<file path="src/rtl/bitfield_pkg.sv">
`timescale 1ns/1ps
package bitfield_pkg;
   typedef enum logic {
      BF_OP_EXTRACT = 1'b0,
      BF_OP_INSERT  = 1'b1
   } bf_op_e;

   // Width of the sum of two field descriptors (offset + width-1)
   function automatic int bf_sum_width(input int pos_w);
      return pos_w + 1;
   endfunction
endpackage

</file>
<file path="src/rtl/bitfield_mask_gen.sv">
`timescale 1ns/1ps
// Builds the two masks used by the datapath and the overflow flag.
//   low_mask_o   : bits 0..size set (field aligned to bit 0)
//   field_mask_o : bits pos..pos+size set, clipped at the word top
module bitfield_mask_gen #(
   parameter int W     = 32,
   parameter int POS_W = $clog2(W)
) (
   input  logic [POS_W-1:0] pos_i,
   input  logic [POS_W-1:0] size_m1_i,
   output logic [W-1:0]     low_mask_o,
   output logic [W-1:0]     field_mask_o,
   output logic             ovf_o
);
   localparam int SUM_W = bitfield_pkg::bf_sum_width(POS_W);
   localparam logic [SUM_W-1:0] WORD_BITS = SUM_W'(W);

   logic [SUM_W-1:0] pos_ext;
   logic [SUM_W-1:0] size_ext;
   logic [SUM_W-1:0] top_idx;

   assign pos_ext  = {1'b0, pos_i};
   assign size_ext = {1'b0, size_m1_i};
   assign top_idx  = pos_ext + size_ext;

   // Overflow: last bit index of the field at or beyond W
   generate
      if ((1 << POS_W) == W) begin : g_ovf_pow2
         assign ovf_o = top_idx[SUM_W-1];
      end else begin : g_ovf_cmp
         assign ovf_o = (top_idx >= WORD_BITS);
      end
   endgenerate

   for (genvar i = 0; i < W; i++) begin : g_bit
      localparam logic [SUM_W-1:0] IDX = SUM_W'(i);
      logic above_lo;
      logic below_hi;
      assign above_lo           = (IDX >= pos_ext);
      assign below_hi           = (IDX <= top_idx);
      assign field_mask_o[i]    = above_lo & below_hi;
      assign low_mask_o[i]      = (IDX <= size_ext);
   end
endmodule

</file>
<file path="src/rtl/bitfield_extract.sv">
`timescale 1ns/1ps
// Right-justified field extraction; zeros fill above the field.
module bitfield_extract #(
   parameter int W     = 32,
   parameter int POS_W = $clog2(W)
) (
   input  logic [W-1:0]     rs_i,
   input  logic [POS_W-1:0] pos_i,
   input  logic [W-1:0]     low_mask_i,
   output logic [W-1:0]     field_o
);
   logic [W-1:0] aligned;
   // Logical shift brings zeros in from the top, so bits past the
   // word end are naturally zero (clipping policy).
   assign aligned = rs_i >> pos_i;
   assign field_o = aligned & low_mask_i;
endmodule

</file>
<file path="src/rtl/bitfield_insert.sv">
`timescale 1ns/1ps
// Merges low-order source bits into the destination at an offset.
module bitfield_insert #(
   parameter int W     = 32,
   parameter int POS_W = $clog2(W)
) (
   input  logic [W-1:0]     rs_i,
   input  logic [W-1:0]     rt_i,
   input  logic [POS_W-1:0] pos_i,
   input  logic [W-1:0]     field_mask_i,
   output logic [W-1:0]     merged_o
);
   logic [W-1:0] placed;
   // Left shift drops source bits that would land past the top.
   assign placed   = rs_i << pos_i;
   assign merged_o = (rt_i & ~field_mask_i) | (placed & field_mask_i);
endmodule

</file>
<file path="src/rtl/bitfield_unit.sv">
`timescale 1ns/1ps
module bitfield_unit #(
   parameter int W       = 32,
   parameter int POS_W   = $clog2(W),
   parameter bit OUT_REG = 1'b1
) (
   input  logic             clk,
   input  logic             rst_n,
   input  logic             op_i,
   input  logic [W-1:0]     rs_i,
   input  logic [W-1:0]     rt_i,
   input  logic [POS_W-1:0] pos_i,
   input  logic [POS_W-1:0] size_m1_i,
   output logic [W-1:0]     result_o,
   output logic             invalid_o
);
   import bitfield_pkg::*;

   // Elaboration-time parameter checks
   if (W < 2) begin : g_bad_w
      $error("bitfield_unit: W must be at least 2");
   end
   if ((1 << POS_W) < W) begin : g_bad_pos_w
      $error("bitfield_unit: POS_W too narrow to address W bits");
   end

   logic [W-1:0] low_mask;
   logic [W-1:0] field_mask;
   logic         ovf;
   logic [W-1:0] ext_res;
   logic [W-1:0] ins_res;
   logic [W-1:0] res_d;
   bf_op_e       op_sel;

   assign op_sel = bf_op_e'(op_i);

   bitfield_mask_gen #(.W(W), .POS_W(POS_W)) u_mask (
      .pos_i        (pos_i),
      .size_m1_i    (size_m1_i),
      .low_mask_o   (low_mask),
      .field_mask_o (field_mask),
      .ovf_o        (ovf)
   );

   bitfield_extract #(.W(W), .POS_W(POS_W)) u_ext (
      .rs_i       (rs_i),
      .pos_i      (pos_i),
      .low_mask_i (low_mask),
      .field_o    (ext_res)
   );

   bitfield_insert #(.W(W), .POS_W(POS_W)) u_ins (
      .rs_i         (rs_i),
      .rt_i         (rt_i),
      .pos_i        (pos_i),
      .field_mask_i (field_mask),
      .merged_o     (ins_res)
   );

   always_comb begin
      unique case (op_sel)
         BF_OP_INSERT:  res_d = ins_res;
         default:       res_d = ext_res;
      endcase
   end

   generate
      if (OUT_REG) begin : g_out_reg
         always_ff @(posedge clk or negedge rst_n) begin
            if (!rst_n) begin
               result_o  <= '0;
               invalid_o <= 1'b0;
            end else begin
               result_o  <= res_d;
               invalid_o <= ovf;
            end
         end
      end else begin : g_out_comb
         assign result_o  = res_d;
         assign invalid_o = ovf;
      end
   endgenerate
endmodule

</file>
<file path="config.mk">
export PLATFORM = sky130hd
export DESIGN_NAME = bitfield_unit
export DESIGN_NICKNAME = d
export VERILOG_FILES = /design/src/rtl/bitfield_pkg.sv /design/src/rtl/bitfield_mask_gen.sv /design/src/rtl/bitfield_extract.sv /design/src/rtl/bitfield_insert.sv /design/src/rtl/bitfield_unit.sv
export SDC_FILE = /design/constraint.sdc
export NUM_CORES = 1
export LEC_CHECK = 0
export ABC_AREA = 1
export CAP_MARGIN = 20
export CORE_AREA = 10 10 117 119
export DETAILED_ROUTE_END_ITERATION = 12
export DIE_AREA = 0 0 127 129
export DONT_BUFFER_PORTS = 1
export PLACE_DENSITY = 0.66
export SLEW_MARGIN = 30
export SYNTH_ARGS = -nofsm -noshare
export SYNTH_HDL_FRONTEND = slang
export SYNTH_HIERARCHICAL = 1
export SYNTH_SLANG_ARGS = --single-unit
</file>
<file path="constraint.sdc">
create_clock -name clk -period 0.9 [get_ports clk]
set_input_delay 0 -clock clk [delete_from_list [all_inputs] [get_ports clk]]
set_output_delay 0 -clock clk [all_outputs]
set_load 0.02 [all_outputs]
</file>
# Yosys cells after proc, flatten, opt, wreduce, memory -nomap -nowiden
# Index checks and enable logic that the tools add are counted.
word_totals:
  elab_cells: 139
  in_bits: 77
  ff_bits: 33
classes:
  bitwise_logic: 37
  order_cmp: 96
  add_sub_neg: 1
  n_shift: 2
  mux: 1
op_table:
  columns: ["cell", "count"]
  rows:
  - ["AND 32 bit", 3]
  - ["<= comparator 5 x 6 -> 1 bit (first input constant)", 16]
  - [">= comparator 5 bit (first input constant)", 16]
  - ["<= comparator 5 bit (first input constant)", 16]
  - ["<= comparator 4 x 6 -> 1 bit (first input constant)", 8]
  - [">= comparator 4 x 5 -> 1 bit (first input constant)", 8]
  - ["<= comparator 4 x 5 -> 1 bit (first input constant)", 8]
  - ["AND 1 bit", 32]
  - ["two-way mux 32 bit", 1]
  - ["NOT 32 bit", 1]
  - ["bitwise OR 32 bit", 1]
  - ["<< shifter 32 x 5 -> 32 bit", 1]
  - ["right shift 32 x 5 -> 32 bit", 1]
  - ["<= comparator 3 x 6 -> 1 bit (first input constant)", 4]
  - [">= comparator 3 x 5 -> 1 bit (first input constant)", 4]
  - ["<= comparator 3 x 5 -> 1 bit (first input constant)", 4]
  - ["<= comparator 1 x 6 -> 1 bit (first input constant)", 2]
  - ["<= comparator 2 x 6 -> 1 bit (first input constant)", 2]
  - [">= comparator 1 x 5 -> 1 bit (first input constant)", 2]
  - [">= comparator 2 x 5 -> 1 bit (first input constant)", 2]
  - ["<= comparator 1 x 5 -> 1 bit (first input constant)", 2]
  - ["<= comparator 2 x 5 -> 1 bit (first input constant)", 2]
  - ["adder 5 x 5 -> 6 bit", 1]

# Longest topological paths before layout
# Gate-level depths: netlist of run 1.
logic_depth:
  depth_word: 7
  mapped_depth: 19

# Hierarchy
# The synthesis of run 1 kept the hierarchy.
modules_own_cells:
  columns: ["module", "cells_each", "seq_area_each_um2", "n_inst", "area_per_inst_um2"]
  rows:
  - ["bitfield_insert", 444, 0.0, 1, 1970.6]
  - ["bitfield_extract", 392, 0.0, 1, 1714.1]
  - ["bitfield_unit", 137, 825.8, 1, 1317.5]
  - ["bitfield_mask_gen", 237, 0.0, 1, 1177.4]

# Worst setup path after synthesis of run 1
# Ideal clock, no wire load.
synth_timing:
  path_type: "input-to-reg"
  start: "input port pos_i[0]"
  end: "register result_o[15]"
  slack_ns: -0.990
  arrival_time_ns: 1.825
  stages: 12
  path_cell_list: "ha_1 -> inv_1 -> fa_1 -> nor2_1 -> inv_1 -> nor2_1 -> inv_1 -> a211oi_1 -> nand2_1 -> o22ai_1 -> nand2_1 -> nand2_1"
synth_between:
  elab_chain_cells: 7
synth_rtl:
  columns: ["item", "line_no", "rtl"]
  rows:
  - ["start, declared", "bitfield_unit.sv:12", "input logic [POS_W-1:0] pos_i,"]
  - ["adder 5 x 5 -> 6 bit", "bitfield_mask_gen.sv:24", "assign top_idx = pos_ext + size_ext;"]
  - ["<= comparator 4 x 6 -> 1 bit", "bitfield_mask_gen.sv:40", "assign below_hi = (IDX <= top_idx);"]
  - ["AND 1 bit (*)", "bitfield_mask_gen.sv:41", "assign field_mask_o[i] = above_lo & below_hi;"]
  - ["via field_mask[15]", "bitfield_unit.sv:28", "logic [W-1:0] field_mask;"]
  - ["NOT 32 bit", "bitfield_insert.sv:16", "assign merged_o = (rt_i & ~field_mask_i) | (placed & field_mask_i);"]
  - ["AND 32 bit", "bitfield_insert.sv:16", null]
  - ["bitwise OR 32 bit (*)", "bitfield_insert.sv:16", null]
  - ["via ins_res[15]", "bitfield_unit.sv:31", "logic [W-1:0] ins_res;"]
  - ["two-way mux 32 bit (*)", "bitfield_unit.sv:61", "unique case (op_sel)"]
  - ["via res_d[15]", "bitfield_unit.sv:32", "logic [W-1:0] res_d;"]
  - ["end signal, assigned", "bitfield_unit.sv:74", "result_o <= res_d;"]
  - ["end, declared", "bitfield_unit.sv:14", "output logic [W-1:0] result_o,"]
# Mark *: on every way through the listed nets, which the timed path passes. The rest lies on a longest branch.

# Worst setup path after layout of run 1
layout_timing:
  start: "input port pos_i[0]"
  end: "register result_o[17]"
layout_between:
  elab_chain_cells: 7
layout_rtl:
  columns: ["item", "line_no"]
  rows:
  - ["adder 5 x 5 -> 6 bit", "bitfield_mask_gen.sv:24"]
  - ["<= comparator 5 x 6 -> 1 bit", "bitfield_mask_gen.sv:40"]
  - ["AND 1 bit (*)", "bitfield_mask_gen.sv:41"]
  - ["via field_mask[17]", "bitfield_unit.sv:28"]
  - ["NOT 32 bit", "bitfield_insert.sv:16"]
  - ["AND 32 bit", "bitfield_insert.sv:16"]
  - ["bitwise OR 32 bit (*)", "bitfield_insert.sv:16"]
  - ["via ins_res[17]", "bitfield_unit.sv:31"]
  - ["two-way mux 32 bit (*)", "bitfield_unit.sv:61"]
  - ["via res_d[17]", "bitfield_unit.sv:32"]
# Marked as above.

==> flow_summary_export.csv, run 1 <==
group,metric,value,unit
status,status,"finished, violations left",
status,violations,"hold timing, setup timing",
logic_synthesis,synth_nets,1293,
run,cap_violations,0,
detailed_routing,drt_wl_total,28.48,mm
setup_path,crit_slowest_cell,"fa_2",
timing,rsz0062_at_grt,"yes",
grt,grt_pass1_vias,7880,
floorplan,die_h,129,um
logic_synthesis,ys.flop_type,"dfrtp_1",
detailed_routing,wl_per_cell,19.93,um
grt,antenna_found_initial,0,
floorplan,start_util,54.59,%
placed_design,place_congestion,1.016,
placed_design,place_area,7176,um^2
clock_tree,cts.sink_count,33,
floorplan,design.core.area,11320,um^2
clock_tree,cts_tree,"yes",
timing,fin_setup_tns,-23.94,ns
timing,hold_slack,-0.1647,ns
worst_hold_path,hp-class,"in2reg",
setup_path,crit_path_end_kind,"flip-flop",
logic_synthesis,synthesis.area,6180,um^2
grt,grt_max_degree,72,
logic_synthesis,synth-seq-area-share,13.36,%
cells_and_area,fin_util,70.16,%
logic_synthesis,ys_warn_count,6,
setup_path,crit_arrival,1.98,ns
timing,maxSlewViolCount,0,
logic_synthesis,synth_enable_flop_cells,0,
logic_synthesis,synth-seq-cells,33,
timing,setup_viol,32,
timing,setup_ws,-0.9123,ns
clock_tree,cts-buffers-inserted,5,
cells_and_area,fin_cells,1429,
logic_synthesis,syn_inst,1210,
timing,finalCriticalPeriod,1.812,ns
worst_hold_path,hold_depth,2,
cells_and_area,syn_to_final_growth,28.53,%
setup_path,crit_required,1.07,ns
cells_and_area,fin_area,7943,um^2
grt,grt_pass1_wl,42.88,mm
detailed_routing,drc_errors,0,
cells_and_area,final_nets,1368,
clock_tree,cts.hold.buffers_added,2,
placed_design,dp_cells,1410,
logic_synthesis,synthDistinctLibCells,42,
setup_path,startpoint_type,"primary input",
logic_synthesis,syn_avg_cell_area,5.107,um^2
clock_tree,cts-root-buf,"clkbuf_16",
setup_path,worstSetupPathType,"in2reg",
timing,fin_crit_sh,201.4,%
setup_path,max_stage_delay,0.41,ns
clock_tree,clkTransAtPathRegs,0.06,ns
logic_synthesis,synthArstFlopShare,100.0,%
setup_path,worst-path-buf-inv,4,
clock_tree,cts.path.max_buffers,2,
worst_hold_path,min_from,"op_i",
setup_path,worstPathMaxFanout,71,
setup_path,cpMostUsedCell,"nand2_1",
detailed_routing,vias,8846,
power_and_ir_drop,ir_drop,1013,uV
placed_design,io_buffers,0,
clock_tree,htree_levels,2,
detailed_routing,drt_iter0_drc,1356,
setup_path,critical_path.cell_chain,"ha_4, inv_4, fa_2, inv_2, nand3_2, nand3_2, nand2_4, a21oi_4, buf_6, nand2_2, nor2_1, nor2_1, inv_1, a21oi_2, nand2_1, nand2_1, nand2_1, nand2_1",
setup_path,critical_path.top_delay_family,"simple AND/OR/NAND/NOR gates",
floorplan,die_area,16380,um^2
detailed_routing,firstDrtPassIters,8,
cells_and_area,fill_cells,1060,
cells_and_area,n_antenna_cell,0,
timing,hold_violations,32,
power_and_ir_drop,leakagePower,4.087,nW
grt,grt_use_total,32.62,%
power_and_ir_drop,power_density,1097,nW/um^2
cells_and_area,final_layout_size_suffix_gt1_share,23.41,%
timing,max_freq,0.5518,GHz
grt,grt_overflow,0,
placed_design,hpwl,21.55,mm
worst_hold_path,whs_endpoint,"result_o[7]",
floorplan,die_x,127,um
detailed_routing,detail-route-antenna-nets,0,
floorplan,row_count,39,
detailed_routing,via_per_inst,6.190,
floorplan,io_pins,110,
-- layer usage --
metal	share of wire (%)	global-route usage, %	wire, um
met1	38	41.53	10920
met2	43	50.18	12330
met3	14	10.35	3959
met4	4.5	12.86	1274
met5	0	0	0
-- sequential cells by signal, indices dropped and copies added (netlist names) --
| signal | flops |
|---|---|
| invalid_o | 1 |
| result_o | 32 |
-- cell usage in the layout, fill, tap and decap left out, types with 3 or more instances in the layout --
cell type,instances
nand3_1,307
nor3_1,4
o21a_1,3
a211oi_2,3
dfrtp_1,33
o21ai_0,14
o21ai_1,9
inv_2,16
inv_1,63
a21oi_2,11
nand2_2,45
nand2_4,7
nand2_1,435
clkbuf_16,5
nand4_1,12
a21oi_4,5
o21ai_2,6
nor2_1,55
buf_12,12
buf_6,15
o21ai_4,4
nor2_4,13
a31oi_1,3
a21oi_1,34
o22ai_2,7
nor2_2,10
buf_4,112
nand3_2,14
-- logic make-up (layout without fill, tap and decap cells) --
family	Yosys count	in the layout	share of synthesized area [%]
adders and majority gates	6	6	1.336
other	1	1	0.06068
DFF	33	33	13.36
AOI/OAI and AO/OA	106	106	9.537
buffers and inverters	154	230	11.38
and+or+nand+nor	909	909	64.06
xor gates and xnor gates	1	1	0.2633
-- where the power goes --
part	total [W]	internal, W	switching, W
Combinational	0.00504	0.00204	0.00299
Clock	0.00167	0.00101	0.000653
Sequential	0.00201	0.00166	0.000349
-- worst max path at each step --
stage | startpoint | end | slack, ns | cells past startpoint
2_1_floorplan | size_m1_i[0] | result_o[17] | -0.80 | 15
3_3_place_gp | pos_i[0] | result_o[9] | -1.09 | 10
3_5_place_dp | pos_i[0] | result_o[16] | -1.09 | 14
4_1_cts | pos_i[0] | result_o[17] | -0.75 | 19
5_1_grt | pos_i[0] | result_o[17] | -0.96 | 18
6_report | pos_i[0] | result_o[17] | -0.91 | 18
-- cell usage after synthesis, types with 12 or more instances --
master,count,area share [%]
buf_1,18,1.1
nand2_1,471,29
a21oi_1,49,4.0
nand2_2,14,1.4
buf_2,21,1.7
nor2_1,73,4.4
inv_1,75,4.6
o21ai_0,25,2.0
nand4_1,12,1.2
dfrtp_1,33,13
nand3_1,321,26
clkbuf_1,20,1.2
-- cell type report --
class                      count  area, um^2  area share [%]
clock inverter                 3       17.52          0.2205
tap                          143       178.9           2.253
sequential                    33       825.8           10.40
timing repair buffer         140        1260           15.86
inverter                      82       320.3           4.033
clock buffer                   5       125.1           1.575
multi-input combinational   1023        5215           65.66
-- repair_timing --
action / 4_1_cts / 5_1_grt
pin swaps: 69 / 39
gates resized for setup: 94 / 40
buffers inserted: 9 / 5
endpoints found under the hold margin: 65 / 32
setup endpoints to repair: 32 / 32
-- per-stage QoR --
step | hold WS, ns | total power [W] | setup slack (ns)
floorplan | -0.2956 | 0.004819 | -0.7979
detailed placement | -0.2946 | 0.006127 | -1.091
global route | -0.1620 | 0.009181 | -0.9575
global placement | -0.2946 | 0.006122 | -1.085
CTS | -0.1689 | 0.008313 | -0.7470
finish | -0.1647 | 0.008714 | -0.9123
No activity file was read; power rests on OpenSTA's default activity.
==> run 2: changes to the inputs <==
--- a/config.mk
+++ b/config.mk
@@ -7,13 +7,13 @@
 export LEC_CHECK = 0
 export ABC_AREA = 1
 export CAP_MARGIN = 20
-export CORE_AREA = 10 10 117 119
+export CORE_AREA = 2 2 105 107
 export DETAILED_ROUTE_END_ITERATION = 12
-export DIE_AREA = 0 0 127 129
+export DIE_AREA = 0 0 107 109
 export DONT_BUFFER_PORTS = 1
-export PLACE_DENSITY = 0.66
+export PLACE_DENSITY = 0.65
+export SKIP_LAST_GASP = 1
 export SLEW_MARGIN = 30
 export SYNTH_ARGS = -nofsm -noshare
 export SYNTH_HDL_FRONTEND = slang
-export SYNTH_HIERARCHICAL = 1
 export SYNTH_SLANG_ARGS = --single-unit
==> flow_summary_export.csv, run 2 <==
group,metric,value,unit
status,status,"finished, violations left",
status,violations,"hold timing, setup timing",
setup_path,crit_required,1.08,ns
logic_synthesis,synth_enable_flop_cells,0,
timing,max_freq,0.6696,GHz
logic_synthesis,netlist.area_leader.share,27.06,%
cells_and_area,layout_common_cells,"nand2_1 (393), buf_4 (156), nand3_1 (149)",
floorplan,die_x,107,um
setup_path,crit_arrival,1.67,ns
placed_design,io_buffers,0,
cells_and_area,fin_cells,1349,
grt,grt_pass1_vias,7165,
timing,tightest_slew,0.5396,ns
timing,setup_ws,-0.5934,ns
floorplan,die_area,11660,um^2
cells_and_area,top_regs,"result_o (32), invalid_o (1)",
clock_tree,cts-buffers-inserted,5,
logic_synthesis,synth-seq-cells,33,
detailed_routing,via_per_inst,5.999,
cells_and_area,fin_area,7476,um^2
cells_and_area,largest-register,"result_o",
worst_hold_path,whs_endpoint,"result_o[5]",
detailed_routing,drt_iter0_drc,1214,
logic_synthesis,synth_nets,1151,
logic_synthesis,syn_inst,1068,
clock_tree,cts.sink_count,33,
logic_synthesis,synth-seq-area-share,14.59,%
timing,hold_violations,24,
logic_synthesis,syn_avg_cell_area,5.299,um^2
grt,antenna_found_initial,1,
setup_path,cpMostUsedCell,"nand3_2",
placed_design,hpwl,20.39,mm
clock_tree,clkTransAtPathRegs,0.07,ns
timing,max-slew-margin-rel,63.91,%
setup_path,worstSetupPathType,"in2reg",
cells_and_area,n_antenna_cell,0,
timing,setup_viol,32,
grt,grt_use_total,43.59,%
logic_synthesis,ys_warn_count,0,
detailed_routing,wl_per_cell,19.43,um
detailed_routing,drc_errors,0,
clock_tree,cts-root-buf,"clkbuf_8",
floorplan,row_count,38,
cells_and_area,regArea,825.8,um^2
power_and_ir_drop,ir_drop,1696,uV
placed_design,place_congestion,1.063,
clock_tree,htree_levels,2,
grt,grt_pass1_wl,38.65,mm
grt,grt_max_degree,61,
placed_design,place_ws,-0.9588,ns
setup_path,worst-path-buf-inv,1,
worst_hold_path,hp-class,"in2reg",
timing,rsz0062_at_grt,"yes",
logic_synthesis,synth.most_common_cell,"nand2_1",
setup_path,max_stage_delay,0.39,ns
setup_path,critical_path.cell_chain,"ha_4, fa_2, nand2_2, nand3_2, nand3_2, nand2_4, buf_6, nor2_4, nand4_1, a21o_1, nand3_2, nand2_1",
setup_path,worstPathMaxFanout,47,
clock_tree,cts.path.max_buffers,2,
timing,fin_setup_tns,-16.29,ns
floorplan,die_h,109,um
grt,grt_overflow,0,
setup_path,crit_slowest_cell,"fa_2",
cells_and_area,fill_cells,1035,
floorplan,io_pins,110,
logic_synthesis,synth.top_cells.by_area,"nand2_1 (27%), nand3_1 (15%), dfrtp_1 (15%), nor2_1 (5.6%), inv_1 (5.5%)",
timing,hold_slack,-0.1453,ns
cells_and_area,largest_register_ff_count,32,
placed_design,dp_cells,1318,
detailed_routing,detail-route-antenna-nets,0,
clock_tree,cts_tree,"yes",
floorplan,start_util,53.38,%
floorplan,design.core.area,10600,um^2
logic_synthesis,ys.flop_type,"dfrtp_1",
timing,fin_crit_sh,165.9,%
cells_and_area,syn_to_final_growth,32.10,%
cells_and_area,multi_input_area,4456,um^2
cells_and_area,final_layout_size_suffix_gt1_share,22.91,%
logic_synthesis,synthesis.area,5659,um^2
logic_synthesis,synth_area_leader_cell,"nand2_1",
cells_and_area,final_nets,1291,
detailed_routing,drt_wl_total,26.21,mm
logic_synthesis,synthDistinctLibCells,45,
detailed_routing,vias,8093,
power_and_ir_drop,power_density,1071,nW/um^2
logic_synthesis,synthArstFlopShare,100.0,%
setup_path,critical_path.top_delay_family,"simple AND/OR/NAND/NOR gates",
timing,finalCriticalPeriod,1.493,ns
cells_and_area,layout_commonest_cell,"nand2_1",
worst_hold_path,hold_depth,2,
worst_hold_path,min_from,"op_i",
setup_path,crit_path_end_kind,"flip-flop",
timing,maxSlewViolCount,0,
logic_synthesis,synth_commonest_cells,"nand2_1 (408), nand3_1 (167), nor2_1 (84)",
placed_design,place_area,6855,um^2
power_and_ir_drop,leakagePower,3.960,nW
setup_path,startpoint_type,"primary input",
detailed_routing,firstDrtPassIters,9,
run,cap_violations,0,
[run 2: cell types whose count changed after synthesis, moves of 7 or more]
cell      delta
inv_1        +8
o21ai_0     +28
buf_1       -14
a21oi_1      -7
nand3_1    -154
o21ai_1     +21
nor2_1      +11
o211ai_1    +12
nand2_1     -63
[run 2: cell families after synthesis]
family / Yosys count / share of synthesized area, %
simple gates: 718 / 55.18
flops: 33 / 14.59
compound gates: 166 / 17.05
mux: 3 / 0.5306
buf+inv: 142 / 11.19
fa+ha+maj: 6 / 1.459
[run 2: cell type report]
type | instances | area share, %
clock buffer | 7 | 1.155
clock inverter | 1 | 0.4017
inverter | 91 | 4.954
multi-input combinational | 893 | 59.60
sequential | 33 | 11.05
tap | 140 | 2.343
timing repair buffer | 182 | 20.20
timing repair inverter | 2 | 0.3013
[run 2: metal layers]
metal | wire length, um | global-route usage [%] | vias up
li1 | - | - | 3791
met1 | 9957 | 59.16 | 3560
met4 | 1126 | 17.35 | 2
met3 | 3710 | 7.770 | 101
met5 | 13 | 0 | -
met2 | 11410 | 68.65 | 639
[run 2: worst max-delay path by stage]
stage / from / end / depth (start not counted)
after floorplan: pos_i[0] / result_o[17] / 12
after global placement: pos_i[0] / result_o[31] / 14
after detailed placement: pos_i[0] / result_o[31] / 14
after CTS: pos_i[0] / result_o[3] / 12
after global routing: size_m1_i[0] / result_o[25] / 14
final: pos_i[0] / result_o[19] / 12
[run 2: metrics by stage]
step / total power [W] / util [%]
global placement: 0.005973 / 64.66
CTS: 0.007665 / 68.22
global route: 0.008431 / 70.51
finish: 0.008006 / 70.51
floorplan: 0.004524 / -
detailed placement: 0.005994 / 64.66
[run 2: power breakdown]
part / total (W) / internal (W) / switching, W
clock network: 0.00144 / 0.000902 / 0.000540
logic: 0.00456 / 0.00181 / 0.00274
registers: 0.00201 / 0.00167 / 0.000333
[run 2: repair_timing]
item	in CTS	in global routing
setup endpoints to repair	32	32
setup buffers	2	3
gates resized for setup	27	39
endpoints found under the hold margin	65	23
pin swaps	21	34
hold buffers	14	1
gates cloned	0	3
==> run 3: changes to the inputs <==
--- a/config.mk
+++ b/config.mk
@@ -12,7 +12,6 @@
 export DIE_AREA = 0 0 107 109
 export DONT_BUFFER_PORTS = 1
 export PLACE_DENSITY = 0.65
-export SKIP_LAST_GASP = 1
 export SLEW_MARGIN = 30
 export SYNTH_ARGS = -nofsm -noshare
 export SYNTH_HDL_FRONTEND = slang
==> flow_summary_export.csv, run 3 (synthesis results as in run 2) <==
group,metric,value,unit
setup_path,crit_arrival,1.67,ns
setup_path,worstSetupPathType,"in2reg",
detailed_routing,via_per_inst,5.990,
floorplan,die_h,109,um
clock_tree,cts.sink_count,33,
cells_and_area,layout_common_cells,"nand2_1 (391), buf_4 (156), nand3_1 (149)",
power_and_ir_drop,power_density,1072,nW/um^2
timing,max_freq,0.6703,GHz
timing,max-slew-margin-rel,63.64,%
setup_path,crit_path_end_kind,"flip-flop",
clock_tree,htree_levels,2,
detailed_routing,drt_wl_total,26.24,mm
grt,grt_use_total,43.59,%
grt,grt_max_degree,61,
detailed_routing,drc_errors,0,
detailed_routing,drt_iter0_drc,1219,
timing,fin_setup_tns,-16.24,ns
status,violations,"hold timing, setup timing",
timing,setup_ws,-0.5918,ns
cells_and_area,fin_util,70.56,%
grt,grt_pass1_wl,38.65,mm
clock_tree,cts-root-buf,"clkbuf_8",
timing,fin_crit_sh,165.8,%
power_and_ir_drop,leakagePower,3.960,nW
cells_and_area,largest-register,"result_o",
status,status,"finished, violations left",
detailed_routing,firstDrtPassIters,6,
setup_path,worstPathMaxFanout,47,
run,cap_violations,0,
timing,tightest_slew,0.5437,ns
floorplan,start_util,53.38,%
placed_design,place_congestion,1.063,
cells_and_area,final_nets,1291,
detailed_routing,detail-route-antenna-nets,0,
placed_design,io_buffers,0,
clock_tree,cts.path.max_buffers,2,
floorplan,die_area,11660,um^2
timing,setup_viol,32,
detailed_routing,wl_per_cell,19.45,um
floorplan,row_count,38,
timing,finalCriticalPeriod,1.492,ns
cells_and_area,fill_cells,1033,
timing,hold_slack,-0.1476,ns
detailed_routing,vias,8080,
power_and_ir_drop,ir_drop,1697,uV
clock_tree,cts_tree,"yes",
grt,grt_overflow,0,
setup_path,crit_required,1.08,ns
clock_tree,clkTransAtPathRegs,0.07,ns
cells_and_area,largest_register_ff_count,32,
placed_design,hpwl,20.39,mm
cells_and_area,layout_commonest_cell,"nand2_1",
timing,hold_violations,24,
cells_and_area,syn_to_final_growth,32.19,%
clock_tree,cts-buffers-inserted,5,
cells_and_area,top_regs,"result_o (32), invalid_o (1)",
timing,maxSlewViolCount,0,
floorplan,design.core.area,10600,um^2
grt,grt_pass1_vias,7165,
floorplan,io_pins,110,
worst_hold_path,hp-class,"in2reg",
cells_and_area,n_antenna_cell,0,
timing,rsz0062_at_grt,"yes",
floorplan,die_x,107,um
setup_path,startpoint_type,"primary input",
grt,antenna_found_initial,1,
cells_and_area,final_layout_size_suffix_gt1_share,23.08,%
-- run 3: cell types whose count changed in the layout (fill, tap and decap cells not counted) --
cell	change
nand2_2	+2
nand2_1	-2
-- run 3: final cells by class --
type | instances | area [um^2] | share of cell area, %
Multi-Input combinational cell | 893 | 4461 | 59.63
Timing Repair Buffer | 182 | 1510 | 20.19
Sequential cell | 33 | 825.8 | 11.04
Inverter | 91 | 370.4 | 4.951
Tap cell | 140 | 175.2 | 2.342
Clock buffer | 7 | 86.33 | 1.154
Clock inverter | 1 | 30.03 | 0.4014
Timing Repair inverter | 2 | 22.52 | 0.3011
-- run 3: power breakdown --
group,switching [W],internal (W),leakage (nW)
combinational,0.00275,0.00182,3.49
clock,0.000548,0.000902,0.0585
sequential,0.000333,0.00167,0.415
total,0.00363,0.00439,3.96
-- run 3: worst paths after layout --
kind | cells after the start | startpoint | to | slack (ns)
worst max-delay path | 12 | pos_i[0] | result_o[19] | -0.59
worst min-delay path | 2 | op_i | result_o[5] | -0.15
max in group asynchronous | 2 | rst_n | result_o[29] | 0.58
min in group asynchronous | 2 | rst_n | result_o[0] | 0.14
-- run 3: worst max-delay path, stage by stage --
cell	delay, ns
ha_4	0.14
fa_2	0.39
nand2_2	0.11
nand3_2	0.09
nand3_2	0.10
nand2_4	0.06
buf_6	0.12
nor2_4	0.13
nand4_1	0.16
a21o_1	0.22
nand3_2	0.09
nand2_1	0.05
-- run 3: layer usage --
metal	part of all wire, %	vias up	wire length [um]	GRT usage (%)
li1	-	3787	-	-
met4	4.4	2	1150	17.35
met2	44	617	11450	68.65
met5	0.050	-	13	0
met1	38	3577	10010	59.16
met3	14	97	3623	7.770
-- run 3: per-stage QoR --
stage          std cells  instance area [um^2]  hold WS [ns]  setup slack [ns]  power, W
6_report            1349                  7481       -0.1476           -0.5918  0.008021
5_1_grt             1349                  7481       -0.1568           -0.6619  0.008436
4_1_cts             1342                  7238       -0.1526           -0.4845  0.007671
3_5_place_dp        1318                  6855       -0.2950           -0.9588  0.005994
3_3_place_gp        1318                  6855       -0.2950           -0.9418  0.005973
2_1_floorplan       1068                  5719       -0.2956           -0.6200  0.004524
-- run 3: timing repair --
item,4_1_cts,5_1_grt
cloned,0,3
pin swaps,21,34
hold buffers,14,1
buffers inserted,2,3
endpoints found under the setup margin,32,32
resized for setup,29,39
hold endpoints to repair,65,23
